[config.mk]
export PLATFORM = sky130hd
export DESIGN_NAME = camFifoReader
export DESIGN_NICKNAME = d
export VERILOG_FILES = /design/src/rtl/camFifoPkg.sv /design/src/rtl/camFifoDatapath.sv /design/src/rtl/camFifoCtrl.sv /design/src/rtl/camFifoReader.sv
export SDC_FILE = /design/constraint.sdc
export NUM_CORES = 1
export LEC_CHECK = 0
export ABC_CLOCK_PERIOD_IN_PS = 2810
export BUFFER_PORTS_ARGS = -buffer_cell sky130_fd_sc_hd__buf_2
export CAP_MARGIN = 15
export CORE_MARGIN = 1.5
export CORE_UTILIZATION = 25
export DETAILED_ROUTE_END_ITERATION = 6
export REMOVE_ABC_BUFFERS = 1
export SKIP_CTS_REPAIR_TIMING = 1
export SYNTH_ARGS = -nofsm -noshare
export SYNTH_HDL_FRONTEND = slang
export SYNTH_SLANG_ARGS = --single-unit
export TNS_END_PERCENT = 20
[constraint.sdc]
create_clock -name clk -period 2.81 [get_ports clk]
set_input_delay 0.1405 -clock clk [delete_from_list [all_inputs] [get_ports clk]]
set_output_delay 0.1405 -clock clk [all_outputs]
set_load 0.01 [all_outputs]
[src/rtl/camFifoPkg.sv]
package camFifoPkg;

  typedef enum logic [3:0] {
    ST_IDLE,
    ST_RST_ARM,
    ST_RST_LO,
    ST_RST_HI,
    ST_B0_HI,
    ST_B0_LO,
    ST_B1_HI,
    ST_B1_LO,
    ST_PIX,
    ST_END,
    ST_STOP_HI,
    ST_STOP_LO
  } rdState_e;

  // strobes from control to datapath
  typedef struct packed {
    logic loadMode;
    logic clearCount;
    logic bumpCount;
    logic grabLow;
    logic grabHigh;
  } dpStrobe_t;

  typedef struct packed {
    logic rdRstN;
    logic oeN;
    logic rclk;
  } fifoPins_t;

endpackage

[src/rtl/camFifoDatapath.sv]
module camFifoDatapath
  import camFifoPkg::*;
#(
  parameter int BYTE_W = 8,
  parameter int FULL_W = 320,
  parameter int FULL_H = 240,
  parameter int HALF_W = 160,
  parameter int HALF_H = 120
) (
  input  logic                clk,
  input  logic                rstN,
  input  dpStrobe_t           strobe,
  input  logic                halfMode,
  input  logic [BYTE_W-1:0]   fifoData,
  output logic [2*BYTE_W-1:0] pixData,
  output logic                isLastPix
);

  localparam int FULL_PIX = FULL_W * FULL_H;
  localparam int HALF_PIX = HALF_W * HALF_H;
  localparam int MAX_PIX  = (FULL_PIX > HALF_PIX) ? FULL_PIX : HALF_PIX;
  localparam int CNT_W    = $clog2(MAX_PIX + 1);
  localparam logic [CNT_W-1:0] FULL_LAST = CNT_W'(FULL_PIX - 1);
  localparam logic [CNT_W-1:0] HALF_LAST = CNT_W'(HALF_PIX - 1);

  logic                halfQ;
  logic [CNT_W-1:0]    pixCnt;
  logic [BYTE_W-1:0]   lowByte;
  logic [2*BYTE_W-1:0] pixQ;

  // frame size is frozen at the start command
  always_ff @(posedge clk) begin
    if (!rstN) begin
      halfQ <= 1'b0;
    end else if (strobe.loadMode) begin
      halfQ <= halfMode;
    end
  end

  always_ff @(posedge clk) begin
    if (!rstN) begin
      pixCnt <= '0;
    end else if (strobe.clearCount) begin
      pixCnt <= '0;
    end else if (strobe.bumpCount) begin
      pixCnt <= pixCnt + 1'b1;
    end
  end

  // first byte waits in lowByte; the second completes the pixel
  always_ff @(posedge clk) begin
    if (!rstN) begin
      lowByte <= '0;
      pixQ    <= '0;
    end else begin
      if (strobe.grabLow)  lowByte <= fifoData;
      if (strobe.grabHigh) pixQ    <= {fifoData, lowByte};
    end
  end

  assign pixData   = pixQ;
  assign isLastPix = (pixCnt == (halfQ ? HALF_LAST : FULL_LAST));

endmodule

[src/rtl/camFifoCtrl.sv]
module camFifoCtrl
  import camFifoPkg::*;
#(
  parameter int PHASE_CYC = 2
) (
  input  logic      clk,
  input  logic      rstN,
  input  logic      startCmd,
  input  logic      stopCmd,
  input  logic      pixReady,
  input  logic      isLastPix,
  output dpStrobe_t strobe,
  output fifoPins_t pins,
  output logic      pixValid,
  output logic      frameDone
);

  localparam int PH   = (PHASE_CYC < 2) ? 2 : PHASE_CYC;
  localparam int PH_W = $clog2(PH + 1);
  localparam logic [PH_W-1:0] PH_LAST = PH_W'(PH - 1);

  rdState_e        state, stateD;
  logic [PH_W-1:0] phaseCnt;
  logic            stopPend;
  logic            timed, phaseEnd, accept;

  function automatic fifoPins_t pinsFor(rdState_e s);
    fifoPins_t p;
    p.rdRstN = !(s inside {ST_RST_ARM, ST_RST_LO, ST_RST_HI});
    p.oeN    = (s inside {ST_IDLE, ST_STOP_HI, ST_STOP_LO});
    p.rclk   = !(s inside {ST_RST_LO, ST_B0_LO, ST_B1_LO, ST_PIX, ST_END, ST_STOP_LO});
    return p;
  endfunction

  assign timed    = !(state inside {ST_IDLE, ST_PIX, ST_END});
  assign phaseEnd = timed && (phaseCnt == PH_LAST);
  assign accept   = (state == ST_PIX) && pixReady;

  always_comb begin
    stateD = state;
    unique case (state)
      ST_IDLE:    if (startCmd) stateD = ST_RST_ARM;
      ST_RST_ARM: if (phaseEnd) stateD = ST_RST_LO;
      ST_RST_LO:  if (phaseEnd) stateD = ST_RST_HI;
      ST_RST_HI:  if (phaseEnd) stateD = ST_B0_HI;
      ST_B0_HI:   if (phaseEnd) stateD = ST_B0_LO;
      ST_B0_LO:   if (phaseEnd) stateD = ST_B1_HI;
      ST_B1_HI:   if (phaseEnd) stateD = ST_B1_LO;
      ST_B1_LO:   if (phaseEnd) stateD = (stopPend || stopCmd) ? ST_STOP_HI : ST_PIX;
      ST_PIX: begin
        if (accept) begin
          if (stopCmd)        stateD = ST_STOP_HI;
          else if (isLastPix) stateD = ST_END;
          else                stateD = ST_B0_HI;
        end else if (stopCmd) begin
          stateD = ST_STOP_HI;
        end
      end
      ST_END:     if (stopCmd)  stateD = ST_STOP_HI;
      ST_STOP_HI: if (phaseEnd) stateD = ST_STOP_LO;
      ST_STOP_LO: if (phaseEnd) stateD = ST_IDLE;
      default:                  stateD = ST_IDLE;
    endcase
  end

  // pins follow the next state so they leave flops, not decode logic
  always_ff @(posedge clk) begin
    if (!rstN) begin
      state <= ST_IDLE;
      pins  <= '{rdRstN: 1'b1, oeN: 1'b1, rclk: 1'b1};
    end else begin
      state <= stateD;
      pins  <= pinsFor(stateD);
    end
  end

  always_ff @(posedge clk) begin
    if (!rstN) begin
      phaseCnt <= '0;
    end else if (stateD != state) begin
      phaseCnt <= '0;
    end else if (timed && (phaseCnt != PH_LAST)) begin
      phaseCnt <= phaseCnt + 1'b1;
    end
  end

  always_ff @(posedge clk) begin
    if (!rstN) begin
      stopPend <= 1'b0;
    end else if (state inside {ST_IDLE, ST_STOP_HI, ST_STOP_LO}) begin
      stopPend <= 1'b0;
    end else if (stopCmd) begin
      stopPend <= 1'b1;
    end
  end

  always_ff @(posedge clk) begin
    if (!rstN) frameDone <= 1'b0;
    else       frameDone <= accept && isLastPix;
  end

  assign pixValid          = (state == ST_PIX);
  assign strobe.loadMode   = (state == ST_IDLE) && startCmd;
  assign strobe.clearCount = (state == ST_IDLE) && startCmd;
  assign strobe.bumpCount  = accept;
  assign strobe.grabLow    = (state == ST_B0_HI) && phaseEnd;
  assign strobe.grabHigh   = (state == ST_B1_HI) && phaseEnd;

endmodule

[src/rtl/camFifoReader.sv]
module camFifoReader
  import camFifoPkg::*;
#(
  parameter int BYTE_W    = 8,
  parameter int FULL_W    = 320,
  parameter int FULL_H    = 240,
  parameter int HALF_W    = 160,
  parameter int HALF_H    = 120,
  parameter int PHASE_CYC = 2
) (
  input  logic                clk,
  input  logic                rstN,
  input  logic                startCmd,
  input  logic                stopCmd,
  input  logic                halfMode,
  input  logic [BYTE_W-1:0]   fifoData,
  output logic                fifoRdRstN,
  output logic                fifoOeN,
  output logic                fifoRclk,
  output logic [2*BYTE_W-1:0] pixData,
  output logic                pixValid,
  input  logic                pixReady,
  output logic                frameDone
);

  dpStrobe_t strobe;
  fifoPins_t pins;
  logic      isLastPix;

  camFifoCtrl #(
    .PHASE_CYC(PHASE_CYC)
  ) uCtrl (
    .clk       (clk),
    .rstN      (rstN),
    .startCmd  (startCmd),
    .stopCmd   (stopCmd),
    .pixReady  (pixReady),
    .isLastPix (isLastPix),
    .strobe    (strobe),
    .pins      (pins),
    .pixValid  (pixValid),
    .frameDone (frameDone)
  );

  camFifoDatapath #(
    .BYTE_W (BYTE_W),
    .FULL_W (FULL_W),
    .FULL_H (FULL_H),
    .HALF_W (HALF_W),
    .HALF_H (HALF_H)
  ) uDp (
    .clk       (clk),
    .rstN      (rstN),
    .strobe    (strobe),
    .halfMode  (halfMode),
    .fifoData  (fifoData),
    .pixData   (pixData),
    .isLastPix (isLastPix)
  );

  assign fifoRdRstN = pins.rdRstN;
  assign fifoOeN    = pins.oeN;
  assign fifoRclk   = pins.rclk;

endmodule

==> results.ini, run 1 <==
[status]
outcome = completed

[place]
dpl.hpwl_mm = 3.460
io_buffers = 34
place_congestion = 0.8110

[clock_network]
path_clk_slew_ns = 0.10
cts_made_buffers = 5
cts_tree = done
cts_root_buffer = clkbuf_8
clockBufferDepth = 2
cts_sinks = 53
htreeDepth = 2
clk_latency_ns = 0.30

[min_path]
hp-class = input port to flip-flop
hp-start = fifoData[4]
holdPathStages = 3
whs_endpoint = uDp.lowByte[4]

[worst_setup_path]
cpLargestDelayFamily = compound AO/OA/AOI/OAI gates
worst_r2r_endpoint = uCtrl.phaseCnt[1]
worst_setup_path_end_kind = flip-flop
crit_fanout = 18
critical_path_class = flip-flop to flip-flop
cp_cell_sequence = nor4b_1 > a21oi_1 > o22ai_1 > o21ai_0 > a2111o_1 > a211oi_2
reg2reg_depth = 6
r2r_slack_ns = 0.38
critPathLaunchType = flip-flop
cp_num_buf_inv = 0
worst_path_max_delay_cell = nor4b_1
required_ns = 3.03
cpPeakStageDelay_ns = 0.64
cp.arrival_ns = 2.66
crit-reg2reg-launch = uCtrl.state[1]

[floorplan]
die-area_um2 = 10520
die_x_um = 102.6
start_util_pct = 25.59
pin_count = 35
die_h_um = 102.6
num_rows = 36
core-area_um2 = 9684

[finish]
layout_commonest_cell = dfxtp_1
postLayoutCoreUtil_pct = 29.73
diodes = 0
nNetsFinal = 309
drive_gt1_share_pct = 18.71
area_growth_pct = 16.15
final_cell_mix = dfxtp_1 (53), buf_2 (34), nor2b_1 (28)

[sta]
timing.fmax_ghz = 0.4112
slew_viol_final = 0
finalSetupViolCount = 0
final_hold_viol_count = 0
skew_ns = 0.01330
setup_tns_ns = 0
final.min_clock_period_ns = 2.432
max-slew-margin-rel_pct = 57.34
fin_crit_sh_pct = 86.55
rsz0062_at_grt = false
tightest_slew_ns = 0.6390

[logic_synthesis]
syn_avg_cell_area_um2 = 9.497
synth.cell_area_um2 = 2479
netlist_instances = 261
ys_seq_elements = 53
synth_ff_type = dfxtp_1
synth_edf_count = 0
ys_types = 49
ys_seq_area_share_pct = 42.81
yosys_warnings = 0
synth_async_sr_flop_share_pct = 0

[detailed_routing]
drt-pass1-iter-count = 4
vias = 1818
wl_mm = 4.774
drc = 0
wl_met1_mm = 2.383
highest_layer = met4
vias_per_cell = 4.258
drt_iter0_drc = 68
drtAntennaViolNets = 0
route.met2.wl_mm = 2.169
routedWlPerCell_um = 11.18
route.met3.wl_um = 207

[pwr]
p_per_area_nw_per_um2 = 452.7
leakage_nw = 1.021
ir_drop_mv = 0.2163

[global_route]
grt_pass1_vias = 1701
grt_pass1_wl_mm = 7.879
gr-total-overflow = 0
grt_max_degree = 37
antenna_found_initial = 0
gr-usage-all-layers_pct = 9.404

[run]
max_cap_viol_count = 0

routing by layer:
layer | vias to the layer above | GRT usage [%]
met5 | - | 0
met2 | 21 | 15.94
met3 | 2 | 2.712
met1 | 834 | 12.20
met4 | 0 | 1.264
li1 | 961 | -
layout make-up:
type | instances | area (um^2)
multi-input combinational | 190 | 1338
sequential | 53 | 1061
fill | 1027 | 6805
clock inverter | 2 | 15.01
inverter | 3 | 11.26
timing repair buffer | 40 | 215.2
tap | 133 | 166.4
clock buffer | 6 | 72.57
stage by stage:
step                      instances  worst slack (ns)  power [mW]  instance area [um^2]  hold slack (ns)
after floorplan                 246            0.5402      0.8592                  2404           0.2116
after global placement          419            0.4036      0.9009                  2791           0.4180
after detailed placement        419            0.3811      0.9031                  2791           0.4219
after CTS                       427            0.3718       1.328                  2879           0.1028
after global routing            427            0.1309       1.367                  2879           0.1138
final                           427            0.3779       1.303                  2879           0.1087
power breakdown:
part           switching (mW)  internal [mW]  total (mW)  leakage, nW
sequential             0.0160          0.762       0.777        0.428
clock                   0.243          0.176       0.419       0.0374
combinational          0.0571         0.0494       0.107        0.555
kinds of logic after synthesis:
| kind of cell | share of synthesized area [%] |
|---|---|
| simple gates | 26.15 |
| xor+xnor | 7.421 |
| compound gates | 7.774 |
| mux | 11.36 |
| flops | 42.81 |
| fa+ha+maj | 1.009 |
| buf+inv | 3.483 |
Yosys cell counts, drive strengths merged (2+ instances only):
cell type	instances	area [um^2]
o21a	2	15.01
ha	2	25.02
nor3	4	25.02
a21oi	6	30.03
nand4	3	18.77
and3	3	23.77
xnor2	9	78.83
mux2i	27	270.3
inv	3	11.26
clkbuf	8	30.03
nor2	27	101.4
a211oi	2	20.02
nand3b	2	15.01
nor4b	5	73.83
xor2	12	105.1
buf	7	45.04
dfxtp	53	1061
o21ai	7	35.03
nor2b	28	175.2
and4b	2	20.02
nand3	10	50.05
and2	5	31.28
nand2	15	56.30
nor4	2	18.77
worst reg2reg max path, stage by stage, from the launching register on:
cell and delay [ns]:
dfxtp_1 0.52, nor4b_1 0.64, a21oi_1 0.10, o22ai_1 0.38
o21ai_0 0.16, a2111o_1 0.43, a211oi_2 0.14
state kept, by name, indices dropped and copies added, names as in the netlist:
signal           count
uDp.halfQ            1
uCtrl.state          4
uDp.pixCnt          17
uCtrl.pins           3
uCtrl.stopPend       1
uCtrl.frameDone      1
uCtrl.phaseCnt       2
uDp.pixData         16
uDp.lowByte          8
worst max-delay path by stage:
| stage | from | end | slack, ns | depth (start not counted) |
|---|---|---|---|---|
| 6_report | uCtrl.state[1] | uCtrl.phaseCnt[1] | 0.38 | 6 |
| 5_1_grt | uCtrl.state[1] | uCtrl.phaseCnt[1] | 0.13 | 6 |
| 4_1_cts | uCtrl.state[1] | uCtrl.phaseCnt[1] | 0.37 | 6 |
| 3_5_place_dp | uCtrl.state[1] | uCtrl.phaseCnt[1] | 0.38 | 6 |
| 3_3_place_gp | uCtrl.state[1] | uCtrl.phaseCnt[1] | 0.40 | 6 |
| 2_1_floorplan | uCtrl.state[1] | uDp.pixData[0] | 0.54 | 4 |
No activity file was read; power rests on OpenSTA's default activity.
==> run 2: changes to the inputs <==
--- a/config.mk
+++ b/config.mk
@@ -12,6 +12,7 @@
 export CORE_UTILIZATION = 25
 export DETAILED_ROUTE_END_ITERATION = 6
 export REMOVE_ABC_BUFFERS = 1
+export SETUP_SLACK_MARGIN = 0.4
 export SKIP_CTS_REPAIR_TIMING = 1
 export SYNTH_ARGS = -nofsm -noshare
 export SYNTH_HDL_FRONTEND = slang
==> run 2 against run 1 <==
  * Total power rose by 0.25%
  * Final area rose by 0.78%
  * Die area did not move
  * First-iteration DRC count fell by 34%
  * Flip-flop and latch count did not move
  * Via count rose by 0.11%
  * Sequential power barely moved
  * Critical path type unchanged
==> results.ini, run 2 (synthesized netlist as in run 1, its figures left out) <==
[finish]
drive_gt1_share_pct = 20.34  ; +1.6 points
postLayoutCoreUtil_pct = 29.96  ; +0.23 points
regMostFlops = uDp.pixCnt
area_growth_pct = 17.06
diodes = 0  ; unchanged
nNetsFinal = 310  ; +0.32%
final_cell_mix = dfxtp_1 (51), buf_2 (34), nor2b_1 (28)
largest_register_ffs = 17  ; unchanged
layout_commonest_cell = dfxtp_1

[worst_setup_path]
cp.arrival_ns = 2.45  ; -0.21 ns
worst_setup_path_end_kind = flip-flop
required_ns = 3.03  ; about the same
critPathLaunchType = flip-flop
critical_path_class = flip-flop to flip-flop
crit_fanout = 6  ; -12

[sta]
finalSetupViolCount = 0  ; unchanged
setup_ws_ns = 0.5872  ; +0.2092 ns
fin_crit_sh_pct = 79.10  ; -7.4 points
rsz0062_at_grt = false
timing.fmax_ghz = 0.4499  ; +9.4%
slew_viol_final = 0  ; unchanged
final.min_clock_period_ns = 2.223  ; -0.2092 ns
max-slew-margin-rel_pct = 64.89  ; +7.5 points
tightest_slew_ns = 0.5219  ; -0.1172 ns
skew_ns = 0.01332  ; +0.00001920 ns
final_hold_viol_count = 0  ; unchanged
setup_tns_ns = 0  ; unchanged

[global_route]
grt_pass1_wl_mm = 7.879  ; unchanged
gr-total-overflow = 0  ; unchanged
grt_use_met2_pct = 15.94  ; unchanged
grt-busiest-layer = met2
grt.met3_usage_pct = 2.712  ; unchanged
gr-usage-all-layers_pct = 9.404  ; unchanged
antenna_found_initial = 0  ; unchanged
grt_max_degree = 37  ; unchanged
grt_pass1_vias = 1701  ; unchanged
use_met1_pct = 12.20  ; unchanged

[min_path]
hp-class = input port to flip-flop

[floorplan]
die_x_um = 102.6  ; unchanged
die-area_um2 = 10520  ; unchanged
num_rows = 36  ; unchanged
start_util_pct = 25.59  ; unchanged
core-area_um2 = 9684  ; unchanged
pin_count = 35  ; unchanged
die_h_um = 102.6  ; unchanged

[place]
pre_cts_ws_ns = 0.3811  ; unchanged
io_buffers = 34  ; unchanged
place_congestion = 0.8110  ; unchanged
dpl.hpwl_mm = 3.460  ; unchanged

[detailed_routing]
vias = 1820  ; +0.11%
drt-pass1-iter-count = 4  ; unchanged
wl_mm = 4.773  ; about the same
drt_iter0_drc = 45  ; -34%
vias_per_cell = 4.252  ; -0.12%
drc = 0  ; unchanged
drtAntennaViolNets = 0  ; unchanged
routedWlPerCell_um = 11.15  ; -0.25%

[pwr]
total_power_mw = 1.307  ; +0.25%
p_per_area_nw_per_um2 = 450.3  ; -0.53%
leakage_nw = 1.033  ; +1.2%
ir_drop_mv = 0.2166  ; about the same

[clock_network]
clockBufferDepth = 2  ; unchanged
cts_made_buffers = 5  ; unchanged
cts_root_buffer = clkbuf_8
htreeDepth = 2  ; unchanged
clk_latency_ns = 0.30  ; about the same
cts_tree = done
cts_sinks = 53  ; unchanged
path_clk_slew_ns = 0.10  ; about the same

[run]
max_cap_viol_count = 0  ; unchanged

[status]
outcome = completed

run 2: where the power goes:
group          total (mW)  switching (mW)  internal [mW]
combinational       0.109          0.0577         0.0511
clock               0.419           0.243          0.176
sequential          0.778          0.0162          0.762
total                1.31           0.317          0.989
run 2: final cells by class:
cell class	instances	area [um^2]
Timing Repair Buffer	41	222.7
Inverter	3	11.26
Clock inverter	2	15.01
Sequential cell	53	1064
Clock buffer	6	72.57
Tap cell	133	166.4
Multi-Input combinational cell	190	1350
Fill cell	1030	6783
run 2: path summary, 6_finish.rpt:
check	from	end	slack (ns)	cells after the start
min	fifoData[4]	uDp.lowByte[4]	0.11	3
max	uCtrl.state[3]	uCtrl.phaseCnt[1]	0.59	6
max reg2reg	uCtrl.state[3]	uCtrl.phaseCnt[1]	0.59	6
min reg2reg	uDp.pixCnt[1]	uDp.pixCnt[1]	0.48	2
run 2: worst max-delay path, stage by stage, from the launching register on:
cell	delay, ns
dfxtp_1	0.50
nor4b_4	0.39
and3_4	0.26
nor4b_4	0.34
a221oi_1	0.09
a2111o_1	0.43
a211oi_2	0.14
run 2: per-stage QoR:
| step | hold WS [ns] | instance area, um^2 | instances |
|---|---|---|---|
| 4_1_cts | 0.1028 | 2879 | 427 |
| 5_1_grt | 0.1138 | 2902 | 428 |
| 6_report | 0.1087 | 2902 | 428 |
| 2_1_floorplan | 0.2116 | 2404 | 246 |
| 3_3_place_gp | 0.4180 | 2791 | 419 |
| 3_5_place_dp | 0.4219 | 2791 | 419 |
run 2: per-layer routing:
metal  vias to the layer above  part of all wire [%]
li1                        962                     -
met1                       839                    50
met2                        17                    46
met3                         2                   3.9
met4                         0                  0.27
met5                         -                     0
==> run 3: changes to the inputs <==
--- a/config.mk
+++ b/config.mk
@@ -5,7 +5,7 @@
 export SDC_FILE = /design/constraint.sdc
 export NUM_CORES = 1
 export LEC_CHECK = 0
-export ABC_CLOCK_PERIOD_IN_PS = 2810
+export ABC_CLOCK_PERIOD_IN_PS = 1900
 export BUFFER_PORTS_ARGS = -buffer_cell sky130_fd_sc_hd__buf_2
 export CAP_MARGIN = 15
 export CORE_MARGIN = 1.5
==> constraint.sdc (replaced) <==
create_clock -name clk -period 1.9 [get_ports clk]
set_input_delay 0.095 -clock clk [delete_from_list [all_inputs] [get_ports clk]]
set_output_delay 0.095 -clock clk [all_outputs]
set_load 0.01 [all_outputs]
==> run 3 against run 2 <==
  * The flow now finishes with violations (negative setup slack)
  * Flip-flop and latch count stayed put
  * Via count is 13% higher
  * Final cell count is 9.6% higher
  * Combinational power is 120% higher
  * Critical path depth is 1 higher
  * First-iteration DRC count is 62% higher
  * Sequential power is 47% higher
==> results.ini, run 3 (synthesized netlist as in run 1, its figures left out) <==
[status]
outcome = complete, but fails checks
violations = negative setup slack

[sta]
tightest_slew_ns = 0.3640  ; -0.1579 ns
final.min_clock_period_ns = 1.954  ; -0.2692 ns
rsz0062_at_grt = true
slew_viol_final = 0  ; unchanged
max-slew-margin-rel_pct = 75.73  ; +11 points
finalSetupViolCount = 2  ; +2
setup_ws_ns = -0.05365  ; -0.6408 ns
fin_crit_sh_pct = 102.8  ; +24 points
final_hold_viol_count = 0  ; unchanged
skew_ns = 0.01007  ; -0.003253 ns
timing.fmax_ghz = 0.5119  ; +14%
fin_hold_ws_ns = 0.05823  ; -0.05044 ns

[clock_network]
htreeDepth = 2  ; unchanged
clk_latency_ns = 0.31  ; about the same
path_clk_slew_ns = 0.10  ; about the same
cts_sinks = 53  ; unchanged
clockBufferDepth = 2  ; unchanged
cts_root_buffer = clkbuf_8
cts_tree = done
cts_made_buffers = 5  ; unchanged

[floorplan]
num_rows = 36  ; unchanged
pin_count = 35  ; unchanged
die-area_um2 = 10520  ; unchanged
die_h_um = 102.6  ; unchanged
core-area_um2 = 9684  ; unchanged
die_x_um = 102.6  ; unchanged
start_util_pct = 25.59  ; unchanged

[finish]
diodes = 0  ; unchanged
final_cell_mix = dfxtp_1 (44), buf_4 (38), buf_2 (33)
drive_gt1_share_pct = 40.48  ; +20 points
layout_commonest_cell = dfxtp_1
fin_cells = 469  ; +9.6%
fillCellCount = 963  ; -6.5%
area_growth_pct = 40.23
design_area_um2 = 3476  ; +20%
largest_register_ffs = 17  ; unchanged
nNetsFinal = 351  ; +13%
regMostFlops = uDp.pixCnt

[worst_setup_path]
cpPeakStageDelay_ns = 0.43  ; -0.07 ns
worst_setup_path_end_kind = flip-flop
worst_path_max_delay_cell = a2111o_1
crit_fanout = 4  ; -2
critPathLaunchType = flip-flop
required_ns = 2.12  ; -0.91 ns
cp_cell_sequence = and4b_1 > mux2i_2 > nor4b_4 > buf_4 > a211o_1 > a2111o_1 > a211oi_2
critical_path_class = flip-flop to flip-flop
cp.arrival_ns = 2.18  ; -0.27 ns

[pwr]
total_power_mw = 2.154  ; +65%
leakage_nw = 1.331  ; +29%
p_per_area_nw_per_um2 = 619.7  ; +38%
ir_drop_mv = 0.3697  ; +71%

[detailed_routing]
wl_mm = 5.593  ; +17%
drt_iter0_drc = 73  ; +62%
vias = 2057  ; +13%
drc = 0  ; unchanged
drtAntennaViolNets = 0  ; unchanged
routedWlPerCell_um = 11.93  ; +6.9%
drt-pass1-iter-count = 4  ; unchanged
vias_per_cell = 4.386  ; +3.1%

[global_route]
gr-usage-all-layers_pct = 10.21  ; +0.80 points
grt_pass1_vias = 1834  ; +7.8%
gr-total-overflow = 0  ; unchanged
antenna_found_initial = 0  ; unchanged
grt_pass1_wl_mm = 8.493  ; +7.8%
grt_max_degree = 24  ; -35%

[place]
dpl.hpwl_mm = 3.943  ; +14%
placed_cells = 452  ; +7.9%
place_area_um2 = 3064  ; +9.8%
place_congestion = 0.8069  ; -0.51%
pre_cts_ws_ns = -0.03443  ; -0.4155 ns
io_buffers = 34  ; unchanged

[min_path]
hp-class = input port to flip-flop

[run]
max_cap_viol_count = 0  ; unchanged

## run 3: worst max-delay path, delay by kind of cell (launching register included)
family	cells	cell delay, ns
compound gates	3	0.85
flops	1	0.35
simple gates	2	0.30
mux	1	0.22
buf+inv	1	0.15
## run 3: final timing paths
path                 start           endpoint  slack [ns]  cells after the start
max              uDp.halfQ  uCtrl.phaseCnt[1]       -0.05                      7
min            fifoData[4]     uDp.lowByte[4]        0.06                      3
max reg2reg      uDp.halfQ  uCtrl.phaseCnt[1]       -0.05                      7
min reg2reg  uDp.pixCnt[1]      uDp.pixCnt[1]        0.49                      2
## run 3: where the power goes
| group | switching, mW | internal, mW | leakage (nW) |
|---|---|---|---|
| combinational | 0.123 | 0.121 | 0.842 |
| sequential | 0.0128 | 1.13 | 0.433 |
| clock | 0.376 | 0.396 | 0.0554 |
## run 3: routing by layer
layer,vias to the layer above,global-route usage (%),wire (um)
li1,1046,-,-
met2,32,17.27,2786
met3,5,2.576,200
met5,-,0,0
met4,0,1.897,42
met1,974,13.30,2564
## run 3: final cells by class
type | count | area, um^2 | share of cell area (%)
inverters | 3 | 11.26 | 0.3240
clock inverters | 2 | 38.79 | 1.116
clock buffers | 6 | 72.57 | 2.088
flip-flops and latches | 53 | 1077 | 30.99
multi-input cells | 190 | 1518 | 43.66
well taps | 133 | 166.4 | 4.788
repair buffers | 82 | 591.8 | 17.03
## run 3: metrics by stage
stage | util, % | TNS [ns]
floorplan | - | -7.701
CTS | 32.79 | -0.1260
global route | 35.89 | -0.4679
global placement | 31.64 | -0.1474
detailed placement | 31.64 | -0.03631
finish | 35.89 | -0.05851
